$ cat config.mk
export PLATFORM = sky130hd
export DESIGN_NAME = cmt_vtimer
export DESIGN_NICKNAME = d
export VERILOG_FILES = /design/src/rtl/cmt_pkg.sv /design/src/rtl/cmt_counter.sv /design/src/rtl/cmt_match.sv /design/src/rtl/cmt_regs.sv /design/src/rtl/cmt_vtimer.sv
export SDC_FILE = /design/constraint.sdc
export NUM_CORES = 1
export LEC_CHECK = 0
export BUFFER_PORTS_ARGS = -buffer_cell sky130_fd_sc_hd__buf_2
export CAP_MARGIN = 5
export CORE_ASPECT_RATIO = 1.5
export CORE_MARGIN = 10
export CORE_UTILIZATION = 30
export CTS_BUF_LIST = sky130_fd_sc_hd__clkbuf_4
export CTS_CLUSTER_DIAMETER = 150
export DETAILED_ROUTE_END_ITERATION = 8
export PLACE_DENSITY_LB_ADDON = 0.05
export SLEW_MARGIN = 10
export SYNTH_ARGS = -nofsm -noshare
export SYNTH_HDL_FRONTEND = slang
export SYNTH_SLANG_ARGS = --single-unit
$ cat constraint.sdc
create_clock -name clk -period 2.35 [get_ports clk]
set_clock_uncertainty 0.1 [all_clocks]
set_input_delay 0.235 -clock clk [delete_from_list [all_inputs] [get_ports clk]]
set_output_delay 0.235 -clock clk [all_outputs]
set_load 0.02 [all_outputs]
$ cat src/rtl/cmt_pkg.sv
package cmt_pkg;

  localparam int unsigned SEL_W = 2;

  typedef enum logic [SEL_W-1:0] {
    SEL_COUNT = 2'd0,
    SEL_CMP   = 2'd1,
    SEL_CTL   = 2'd2,
    SEL_FREQ  = 2'd3
  } reg_sel_e;

  localparam int unsigned CTL_EN_BIT   = 0;
  localparam int unsigned CTL_MASK_BIT = 1;
  localparam int unsigned CTL_STAT_BIT = 2;

  typedef struct packed {
    logic mask;
    logic en;
  } ctl_t;

endpackage

$ cat src/rtl/cmt_counter.sv
module cmt_counter #(
  parameter int unsigned DATA_W = 64
) (
  input  logic              clk,
  input  logic              rst,
  input  logic              tick,
  output logic [DATA_W-1:0] count_o
);

  localparam logic [DATA_W-1:0] STEP = {{(DATA_W-1){1'b0}}, 1'b1};

  logic [DATA_W-1:0] count_q;

  always_ff @(posedge clk) begin
    if (rst) begin
      count_q <= '0;
    end else if (tick) begin
      count_q <= count_q + STEP;
    end
  end

  assign count_o = count_q;

endmodule

$ cat src/rtl/cmt_match.sv
module cmt_match #(
  parameter int unsigned DATA_W = 64
) (
  input  logic              clk,
  input  logic              rst,
  input  logic [DATA_W-1:0] count_i,
  input  logic [DATA_W-1:0] cmp_i,
  input  cmt_pkg::ctl_t     ctl_i,
  output logic              istatus_o,
  output logic              irq_o
);

  logic met;
  logic irq_q;

  // unsigned magnitude compare; equality counts as met
  assign met = (count_i >= cmp_i);

  always_ff @(posedge clk) begin
    if (rst) begin
      irq_q <= 1'b0;
    end else begin
      irq_q <= ctl_i.en & met & ~ctl_i.mask;
    end
  end

  assign istatus_o = met;
  assign irq_o     = irq_q;

endmodule

$ cat src/rtl/cmt_regs.sv
module cmt_regs #(
  parameter int unsigned       DATA_W   = 64,
  parameter int unsigned       ADDR_W   = 5,
  parameter logic [DATA_W-1:0] FREQ_RST = 64'd62500000
) (
  input  logic              clk,
  input  logic              rst,
  input  logic              wr_en,
  input  logic              rd_en,
  input  logic [ADDR_W-1:0] addr,
  input  logic [DATA_W-1:0] wdata,
  input  logic [DATA_W-1:0] count_i,
  input  logic              istatus_i,
  output logic [DATA_W-1:0] cmp_o,
  output cmt_pkg::ctl_t     ctl_o,
  output logic [DATA_W-1:0] rdata_o
);
  import cmt_pkg::*;

  localparam int unsigned LSB = $clog2(DATA_W / 8);
  localparam int unsigned TOP = LSB + SEL_W;

  logic [DATA_W-1:0] cmp_q;
  logic [DATA_W-1:0] freq_q;
  logic [DATA_W-1:0] rdata_q;
  ctl_t              ctl_q;
  logic              addr_ok;
  reg_sel_e          sel;
  logic [DATA_W-1:0] rd_mux;

  // aligned word inside the four-register window
  assign addr_ok = (addr[LSB-1:0] == '0) && ((addr >> TOP) == '0);
  assign sel     = reg_sel_e'(addr[LSB +: SEL_W]);

  always_comb begin
    rd_mux = '0;
    if (addr_ok) begin
      case (sel)
        SEL_COUNT: rd_mux = count_i;
        SEL_CMP:   rd_mux = cmp_q;
        SEL_CTL: begin
          rd_mux[CTL_EN_BIT]   = ctl_q.en;
          rd_mux[CTL_MASK_BIT] = ctl_q.mask;
          rd_mux[CTL_STAT_BIT] = istatus_i;
        end
        SEL_FREQ:  rd_mux = freq_q;
        default:   rd_mux = '0;
      endcase
    end
  end

  always_ff @(posedge clk) begin
    if (rst) begin
      cmp_q   <= '0;
      freq_q  <= FREQ_RST;
      ctl_q   <= '0;
      rdata_q <= '0;
    end else begin
      if (wr_en && addr_ok) begin
        case (sel)
          SEL_CMP:  cmp_q  <= wdata;
          SEL_CTL: begin
            ctl_q.en   <= wdata[CTL_EN_BIT];
            ctl_q.mask <= wdata[CTL_MASK_BIT];
          end
          SEL_FREQ: freq_q <= wdata;
          default:  ;
        endcase
      end
      if (rd_en) begin
        rdata_q <= rd_mux;
      end
    end
  end

  assign cmp_o   = cmp_q;
  assign ctl_o   = ctl_q;
  assign rdata_o = rdata_q;

endmodule

$ cat src/rtl/cmt_vtimer.sv
module cmt_vtimer #(
  parameter int unsigned       DATA_W   = 64,
  parameter int unsigned       ADDR_W   = 5,
  parameter logic [DATA_W-1:0] FREQ_RST = 64'd62500000
) (
  input  logic              clk,
  input  logic              rst,
  input  logic              tick,
  input  logic              wr_en,
  input  logic              rd_en,
  input  logic [ADDR_W-1:0] addr,
  input  logic [DATA_W-1:0] wdata,
  output logic [DATA_W-1:0] rdata,
  output logic              irq
);

  logic [DATA_W-1:0] count_w;
  logic [DATA_W-1:0] cmp_w;
  cmt_pkg::ctl_t     ctl_w;
  logic              istatus_w;
  logic              en_w;
  logic              mask_w;

  assign en_w   = ctl_w.en;
  assign mask_w = ctl_w.mask;

  cmt_counter #(.DATA_W(DATA_W)) u_cnt (
    .clk     (clk),
    .rst     (rst),
    .tick    (tick),
    .count_o (count_w)
  );

  cmt_match #(.DATA_W(DATA_W)) u_match (
    .clk       (clk),
    .rst       (rst),
    .count_i   (count_w),
    .cmp_i     (cmp_w),
    .ctl_i     (ctl_w),
    .istatus_o (istatus_w),
    .irq_o     (irq)
  );

  cmt_regs #(
    .DATA_W   (DATA_W),
    .ADDR_W   (ADDR_W),
    .FREQ_RST (FREQ_RST)
  ) u_regs (
    .clk       (clk),
    .rst       (rst),
    .wr_en     (wr_en),
    .rd_en     (rd_en),
    .addr      (addr),
    .wdata     (wdata),
    .count_i   (count_w),
    .istatus_i (istatus_w),
    .cmp_o     (cmp_w),
    .ctl_o     (ctl_w),
    .rdata_o   (rdata)
  );

endmodule

==> results.json, run 1 <==
{
  "cp.required_ps": 2860,
  "core_sq_um": 41330,
  "hold_end": "u_regs.rdata_o[2]",
  "period_share_pct": 94.58,
  "wl_met3_mm": 1.521,
  "arrival_ps": 2740,
  "final_cell_count_no_fill": 2507,
  "dp_hpwl_mm": 28.93,
  "met2_length_mm": 23.11,
  "final_layout_size_suffix_gt1_share_pct": 19.05,
  "peakVddDrop_mv": 0.3044,
  "critPathCaptureType": "flip-flop",
  "rr_worst_depth": 9,
  "die-area_sq_um": 50700,
  "synthCells": 1623,
  "slew_viol_final": 0,
  "cts_buffer_depth": 3,
  "antenna_found_initial": 1,
  "first_iter_violations": 468,
  "outcome": "complete, no violations",
  "rows": 91,
  "min_path_cells": 4,
  "drcViolationCount": 0,
  "routedWlPerCell_um": 16.43,
  "powerDensity_nw_per_um2": 557.7,
  "clkLatencyLatePin_ps": 720,
  "setup_viol": 0,
  "r2r-end": "u_match.irq_o",
  "pre_cts_slack_ps": -104.3,
  "die_x_um": 187.2,
  "fmax_mhz": 449.9,
  "maxCapViolations": 0,
  "synth.distinct_cells": 47,
  "finalPower_mw": 8.995,
  "synth_seq_cells": 259,
  "gp_congestion": 0.8090,
  "dp.cells": 2313,
  "final_cell_area_sq_um": 16130,
  "nNetsFinal": 2049,
  "htree_levels": 3,
  "place_area_sq_um": 14440,
  "slew_headroom_pct": 63.09,
  "yosysSeqAreaShare_pct": 41.21,
  "synth_nets": 1762,
  "wl_met1_mm": 15.82,
  "grtUsageTotal_pct": 16.18,
  "die_y_um": 270.8,
  "reg2reg_slack_ps": 130,
  "async_reset_ff_share_pct": 0,
  "worst_pin_slew_ps": 548.6,
  "syn2layout_area_growth_pct": 28.19,
  "p_leak_nw": 6.505,
  "synth_edf_count": 0,
  "grt.overflow.total": 0,
  "syn_area_per_cell_sq_um": 7.752,
  "synth_warnings": 0,
  "wl_mm": 41.19,
  "cts_buffers": 76,
  "highest_layer": "met4",
  "hp-class": "input port to flip-flop",
  "path_clk_slew_ps": 70,
  "clock-root-buffer": "clkbuf_4",
  "routed-via-count": 11910,
  "min_from": "addr[3]",
  "cts_sinks": 259,
  "synth_area_sq_um": 12580,
  "first_global_vias": 12560,
  "layout_setup_ws_ps": 127.3,
  "cp-start-kind": "flip-flop",
  "start_util_pct": 30.44,
  "drtPass1Iterations": 5,
  "grt_pass1_wl_mm": 67.01,
  "grt_setup_unrepaired": "no",
  "cts_tree": "built",
  "crit_fanout": 6,
  "drtAntennaViolNets": 0,
  "hold_viol": 0,
  "synth-main-ff-cell": "dfxtp_1",
  "min_period_ps": 2223,
  "ios": 139,
  "via_per_inst": 4.749,
  "r2r-start": "u_cnt.count_o[31]",
  "path_class": "flip-flop to flip-flop",
  "port_buffers": 138,
  "grt_max_degree": 76
}
Yosys cell counts, types with 2 or more instances:
library cell,number,area [sq um]
nand2_1,361,1355
buf_1,6,22.52
nand4_1,22,137.6
nand2b_1,3,18.77
nand4_2,2,25.02
mux4_2,2,45.04
xor2_1,25,219.0
a21o_1,6,45.04
mux2i_1,64,640.6
nand3b_1,13,97.59
or2_2,2,12.51
a221oi_1,2,17.52
and4_1,11,96.34
nor3b_1,2,15.01
o211ai_1,2,15.01
nor2b_1,64,400.4
nor3_1,7,35.03
and3_1,6,37.54
inv_1,76,285.3
ha_1,65,813.3
xnor2_1,15,131.4
nor4_1,3,18.77
a211oi_1,6,45.04
nand3_1,31,155.2
o21ai_0,93,465.5
a21oi_1,224,1121
clkbuf_1,87,326.6
or3_1,22,137.6
dfxtp_1,259,5185
and2_1,2,12.51
buf_6,2,22.52
nor2_1,123,461.7
layout by cell type (no fill, tap or decap), types with 7 or more instances in the layout:
master / n
buf_4: 79
nor2_1: 120
and4_1: 9
xnor2_1: 15
ha_1: 65
nand4_1: 22
xor2_1: 25
nand2_1: 361
nand3b_1: 13
or3_1: 22
dlygate4sd3_1: 75
nand3_1: 28
inv_1: 76
o21ai_0: 92
a21oi_1: 223
buf_12: 11
mux2i_1: 64
clkinv_1: 7
dfxtp_1: 257
clkbuf_4: 105
buf_2: 136
nor2b_1: 64
cells by family (layout without fill, tap and decap cells):
kind of cell / Yosys count / count (layout) / synth area share (%)
xor gates and xnor gates: 40 / 40 / 2.784
buffers and inverters: 171 / 495 / 5.221
adders and majority gates: 65 / 65 / 6.464
AOI/OAI and AO/OA: 339 / 339 / 13.98
muxes: 66 / 66 / 5.449
and+or+nand+nor: 683 / 684 / 24.89
other: 0 / 1 / 0
DFF: 259 / 259 / 41.21
through the flow:
step	util (%)	hold slack [ps]	setup TNS, ps
finish	39.02	137.0	0
global placement	34.94	339.5	-202.2
global route	39.02	106.6	0
CTS	38.83	55.83	0
detailed placement	34.94	346.7	-195.1
floorplan	-	259.0	0
cell type report:
class	count	area, sq um
clock buffers	105	788.3
diodes	1	2.502
clock inverters	11	45.04
repair buffers	303	2270
flip-flops and latches	259	5187
well taps	558	698.2
fillers	4377	25200
multi-input cells	1194	6853
inverters	76	285.3
state kept, by name (all words and copies together), names as in the netlist:
signal	cells
u_cnt.count_o	64
u_regs.cmp_o	64
u_regs.freq_q	64
u_regs.rdata_o	64
u_regs.ctl_o	2
u_match.irq_o	1
worst max-delay path: stages (launching register included):
cell and delay [ps]:
dfxtp_1 360, buf_4 160, ha_1 300, a21oi_1 130
o21ai_0 140, a221oi_2 270, o211ai_1 190, a21oi_2 220
o21ai_2 80, and3_1 170
routing by layer:
metal  GRT usage [%]  up-vias
met4           5.489        0
li1                -     6039
met2           31.94      202
met1           16.32     5607
met5               0        -
met3           3.155       57
report_power, final:
group | internal [mW] | switching, mW
clock | 2.02 | 1.96
combinational | 0.244 | 0.338
sequential | 4.41 | 0.0145
repair_timing:
item                       CTS  global route
setup endpoints to repair    2            27
hold endpoints to repair   177             0
pin swaps                    1             5
hold buffers                75             0
resized for setup            5            16
gates cloned                 0             1
buffers inserted             0             1
worst max-delay path by stage:
| stage | startpoint | to | cells past startpoint |
|---|---|---|---|
| floorplan | u_cnt.count_o[10] | u_cnt.count_o[42] | 8 |
| global placement | u_cnt.count_o[31] | u_match.irq_o | 9 |
| detailed placement | u_cnt.count_o[31] | u_match.irq_o | 9 |
| CTS | u_cnt.count_o[17] | u_cnt.count_o[53] | 8 |
| global route | u_regs.cmp_o[35] | u_match.irq_o | 9 |
| finish | u_cnt.count_o[31] | u_match.irq_o | 9 |
(Power assumes the default switching activity.)
==> inputs of run 2 (changes only) <==
--- a/config.mk
+++ b/config.mk
@@ -13,6 +13,7 @@
 export CTS_BUF_LIST = sky130_fd_sc_hd__clkbuf_4
 export CTS_CLUSTER_DIAMETER = 150
 export DETAILED_ROUTE_END_ITERATION = 8
+export MAX_ROUTING_LAYER = met4
 export PLACE_DENSITY_LB_ADDON = 0.05
 export SLEW_MARGIN = 10
 export SYNTH_ARGS = -nofsm -noshare
==> run 2 against run 1 <==
Net effect:
- register-to-register slack barely moved
- non-clock buffer count unchanged
- via count is essentially flat
- count of clock-buffer cells in the layout unchanged
- total power barely moved
- critical endpoint unchanged
- largest cell class unchanged
==> results.json, run 2 (synthesized netlist as in run 1, its figures left out) <==
{
  "outcome": "complete, no violations",
  "syn2layout_area_growth_pct": 28.19,
  "place_area_sq_um": 14440,
  "fmax_mhz": 451.3,
  "fin_hold_ws_ps": 141.1,
  "maxCapViolations": 0,
  "final_layout_size_suffix_gt1_share_pct": 19.05,
  "ios": 139,
  "die_x_um": 187.2,
  "grt_max_degree": 76,
  "p_leak_nw": 6.505,
  "final_common_cell": "nand2_1",
  "gp_congestion": 0.8199,
  "critPathCaptureType": "flip-flop",
  "hold_viol": 0,
  "port_buffers": 138,
  "htree_levels": 3,
  "dp_hpwl_mm": 28.93,
  "rows": 91,
  "cts_sinks": 259,
  "fillers": 4377,
  "clock-root-buffer": "clkbuf_4",
  "wl_mm": 41.15,
  "routedWlPerCell_um": 16.41,
  "rr_worst_depth": 9,
  "cp.required_ps": 2860,
  "cts_tree": "built",
  "cp-start-kind": "flip-flop",
  "drtAntennaViolNets": 0,
  "final_cell_mix": "361 x nand2_1, 257 x dfxtp_1, 223 x a21oi_1",
  "drtPass1Iterations": 5,
  "cts_buffers": 76,
  "routed-via-count": 11900,
  "multi_input_area_sq_um": 6853,
  "crit_fanout": 6,
  "clkLatencyLatePin_ps": 710,
  "grt_setup_unrepaired": "no",
  "powerDensity_nw_per_um2": 557.1,
  "r2r-end": "u_match.irq_o",
  "first_iter_violations": 454,
  "hp-class": "input port to flip-flop",
  "period_share_pct": 94.30,
  "setup_viol": 0,
  "via_per_inst": 4.747,
  "peakVddDrop_mv": 0.3037,
  "grt.overflow.total": 0,
  "grtUsageTotal_pct": 16.65,
  "min_path_cells": 5,
  "slew_viol_final": 0,
  "arrival_ps": 2720,
  "path_clk_slew_ps": 70,
  "first_global_vias": 12530,
  "worst_pin_slew_ps": 533.7,
  "hold_end": "u_regs.rdata_o[31]",
  "core_sq_um": 41330,
  "die-area_sq_um": 50700,
  "nNetsFinal": 2049,
  "drcViolationCount": 0,
  "cts_buffer_depth": 3,
  "seqCellArea_sq_um": 5187,
  "antenna_found_initial": 1,
  "min_period_ps": 2216,
  "r2r-start": "u_cnt.count_o[31]",
  "die_y_um": 270.8,
  "grt_pass1_wl_mm": 67.01,
  "slew_headroom_pct": 64.09,
  "start_util_pct": 30.44,
  "final_cell_area_sq_um": 16130,
  "path_class": "flip-flop to flip-flop",
  "min_from": "addr[3]",
  "reg2reg_slack_ps": 130
}
[run 2: cell counts in the layout (fill, tap and decap cells not counted)]
Identical to the previous run, type by type.
[run 2: worst max-delay path, stage by stage, from the launching register on]
cell	delay, ps
dfxtp_1	360
buf_4	160
ha_1	300
a21oi_1	130
o21ai_0	130
a221oi_2	270
o211ai_1	190
a21oi_2	210
o21ai_2	80
and3_1	170
[run 2: final cells by class]
type                            count  share of cell area [%]
Clock inverter                     11                  0.2793
Inverter                           76                   1.769
Antenna cell                        1                 0.01551
Tap cell                          558                   4.329
Timing Repair Buffer              303                   14.07
Sequential cell                   259                   32.16
Clock buffer                      105                   4.887
Multi-Input combinational cell   1194                   42.49
[run 2: metal layers]
metal  vias to the layer above  share of wire [%]  global-route usage, %
li1                       6040                  -                      -
met1                      5606                 39                  16.48
met2                       196                 56                  31.88
met3                        59                3.5                  3.013
met4                         0                1.8                  5.489
met5                         -                  0                      -
[run 2: what timing repair did]
| action | in CTS | in global routing |
|---|---|---|
| gates resized for setup | 5 | 16 |
| gates cloned | 0 | 1 |
| pin swaps | 1 | 5 |
| hold endpoints to repair | 177 | 0 |
| setup endpoints to repair | 2 | 27 |
| hold buffers | 75 | 0 |
| setup buffers | 0 | 1 |
[run 2: stage by stage]
stage               cells  power (mW)  setup TNS (ps)  setup slack, ps  util [%]
finish               2507       8.986               0            134.0     39.02
global route         2507       9.498               0            6.972     39.02
CTS                  2504       9.227               0            19.77     38.83
detailed placement   2313       5.018          -195.1           -104.3     34.94
global placement     2313       5.019          -202.2           -106.6     34.94
floorplan            1623       4.779               0            136.7         -
[run 2: how the worst max path moves through the flow]
stage | start | end | slack [ps]
6_report | u_cnt.count_o[31] | u_match.irq_o | 130
5_1_grt | u_regs.cmp_o[35] | u_match.irq_o | 7
4_1_cts | u_cnt.count_o[17] | u_cnt.count_o[53] | 20
3_5_place_dp | u_cnt.count_o[31] | u_match.irq_o | -100
3_3_place_gp | u_cnt.count_o[31] | u_match.irq_o | -110
2_1_floorplan | u_cnt.count_o[10] | u_cnt.count_o[42] | 140
[run 2: power breakdown]
part	total [mW]	leakage, nW	switching, mW	internal (mW)
sequential	4.43	2.09	0.0145	4.41
combinational	0.580	3.91	0.336	0.244
clock	3.98	0.507	1.96	2.02
==> inputs of run 3 (changes only) <==
--- a/config.mk
+++ b/config.mk
@@ -5,14 +5,13 @@
 export SDC_FILE = /design/constraint.sdc
 export NUM_CORES = 1
 export LEC_CHECK = 0
-export BUFFER_PORTS_ARGS = -buffer_cell sky130_fd_sc_hd__buf_2
-export CAP_MARGIN = 5
 export CORE_ASPECT_RATIO = 1.5
 export CORE_MARGIN = 10
 export CORE_UTILIZATION = 30
 export CTS_BUF_LIST = sky130_fd_sc_hd__clkbuf_4
 export CTS_CLUSTER_DIAMETER = 150
 export DETAILED_ROUTE_END_ITERATION = 8
+export DONT_BUFFER_PORTS = 1
 export MAX_ROUTING_LAYER = met4
 export PLACE_DENSITY_LB_ADDON = 0.05
 export SLEW_MARGIN = 10
==> run 3 against run 2 <==
Net effect:
- sequential power hardly changed
- count of clock-buffer cells in the layout rose by 4
- hold slack got worse by 62 ps
- clock power increased by 6.3%
- combinational power decreased by 29%
- wire length is 10% higher
- die area stayed put
- global-route usage rose by 1.5 points
- setup slack worse by 77 ps
==> results.json, run 3 (synthesized netlist as in run 1, its figures left out) <==
{
  "power_frac_seq_pct": 48.8,
  "path_common_cell": "dlygate4sd3_1",
  "min_path_cells": 3,
  "final_cell_count_no_fill": 2600,
  "clkPwrFrac_pct": 46.6,
  "final_cell_area_sq_um": 17760,
  "routed-via-count": 12450,
  "first_global_vias": 13200,
  "cp.required_ps": 2870,
  "critical_path.max_stage_delay_ps": 640,
  "maxCapViolations": 0,
  "worst_pin_slew_ps": 819.5,
  "wl_mm": 45.27,
  "min_period_ps": 2293,
  "routedWlPerCell_um": 17.41,
  "crit_slowest_cell": "dlygate4sd3_1",
  "dp.cells": 2166,
  "powerDensity_nw_per_um2": 510.7,
  "p_int_mw": 6.809,
  "path_delay_family": "buffers and inverters",
  "cts_tree": "built",
  "via_per_inst": 4.788,
  "p_sw_mw": 2.264,
  "arrival_ps": 2810,
  "clock-root-buffer": "clkbuf_4",
  "reg2reg_slack_ps": 100,
  "core_sq_um": 41330,
  "nNetsFinal": 2129,
  "rr_worst_depth": 7,
  "setup_viol": 0,
  "die_y_um": 270.8,
  "hold_viol": 0,
  "swShare_pct": 24.95,
  "cp_cell_sequence": "dlygate4sd3_1, nor2b_2, nor2_4, buf_12, a21oi_1, nor2_1, dlygate4sd3_1, dlygate4sd3_1",
  "slew_viol_final": 0,
  "grt_pass1_wl_mm": 71.87,
  "final_layout_size_suffix_gt1_share_pct": 12.35,
  "crit_fanout": 70,
  "grt.overflow.total": 0,
  "cp-start-kind": "input port",
  "finalPower_mw": 9.072,
  "peakVddDrop_mv": 0.3417,
  "postLayoutCoreUtil_pct": 42.98,
  "crit_buf_inv": 4,
  "grt_max_degree": 130,
  "antenna_found_initial": 2,
  "cts_buffer_depth": 3,
  "cts_buffers": 73,
  "drtPass1Iterations": 5,
  "grt_setup_unrepaired": "yes",
  "slew_headroom_pct": 45.19,
  "gp_congestion": 0.8024,
  "r2r-end": "u_cnt.count_o[23]",
  "ios": 139,
  "first_iter_violations": 459,
  "place_area_sq_um": 13590,
  "dp_hpwl_mm": 26.91,
  "r2r-start": "u_cnt.count_o[6]",
  "cts_sinks": 259,
  "start_util_pct": 30.44,
  "drtAntennaViolNets": 0,
  "pre_cts_slack_ps": -131.5,
  "path_class": "input port to flip-flop",
  "period_share_pct": 97.58,
  "grtUsageTotal_pct": 18.11,
  "final_cell_mix": "360 x nand2_1, 302 x dlygate4sd3_1, 241 x dfxtp_1",
  "rows": 91,
  "layout_setup_ws_ps": 56.83,
  "clkLatencyLatePin_ps": 740,
  "p_leak_nw": 7.342,
  "setup_tns_ps": 0,
  "hold_end": "u_regs.cmp_o[53]",
  "final_common_cell": "nand2_1",
  "die_x_um": 187.2,
  "fin_hold_ws_ps": 78.79,
  "syn2layout_area_growth_pct": 41.19,
  "hp-class": "input port to flip-flop",
  "combPwrFrac_pct": 4.5,
  "path_clk_slew_ps": 60,
  "outcome": "complete, no violations",
  "htree_levels": 3,
  "fmax_mhz": 436.1,
  "critPathCaptureType": "flip-flop",
  "drcViolationCount": 0,
  "min_from": "wdata[53]",
  "die-area_sq_um": 50700,
  "port_buffers": 0
}
==> run 3: power by group through the flow <==
stage / logic [mW] / registers, mW / clock network, mW
after CTS: 0.411 / 4.43 / 4.43
after detailed placement: 0.205 / 4.53 / 0
after global routing: 0.447 / 4.43 / 4.63
after global placement: 0.202 / 4.53 / 0
final: 0.411 / 4.43 / 4.23
after floorplan: 0.253 / 4.53 / 0
==> run 3: what timing repair did <==
item,4_1_cts,5_1_grt
buffers inserted,0,0
pin swaps,2,12
endpoints found under the hold margin,259,0
cloned,0,2
resized for setup,5,43
hold buffers,305,0
setup endpoints to repair,3,50
==> run 3: worst min-delay path, stage by stage <==
cell and delay, ps:
nand2_1 40, a21oi_1 50, dlygate4sd3_1 540
==> run 3: layer usage <==
metal	global-route usage, %	vias to the layer above	share of wire [%]
li1	-	6230	-
met4	6.830	0	2.7
met1	17.30	5943	37
met3	3.979	82	4.3
met2	34.55	193	56
met5	-	-	0
==> run 3: worst max-delay path by stage <==
stage | from | to | slack (ps) | depth (start not counted)
2_1_floorplan | u_cnt.count_o[10] | u_cnt.count_o[42] | 140 | 8
3_3_place_gp | u_regs.cmp_o[17] | u_match.irq_o | -80 | 9
3_5_place_dp | u_regs.cmp_o[17] | u_match.irq_o | -130 | 9
4_1_cts | u_cnt.count_o[29] | u_match.irq_o | 10 | 9
5_1_grt | u_regs.cmp_o[17] | u_match.irq_o | -30 | 9
6_report | addr[3] | u_regs.rdata_o[48] | 60 | 8
==> run 3: layout make-up <==
cell class | instances | area (sq um)
antenna | 2 | 5.005
clock buffer | 109 | 818.3
tap | 558 | 698.2
timing repair buffer | 385 | 3756
sequential | 259 | 5207
inverter | 76 | 285.3
fill | 4436 | 23570
clock inverter | 16 | 86.33
multi-input combinational | 1195 | 6908
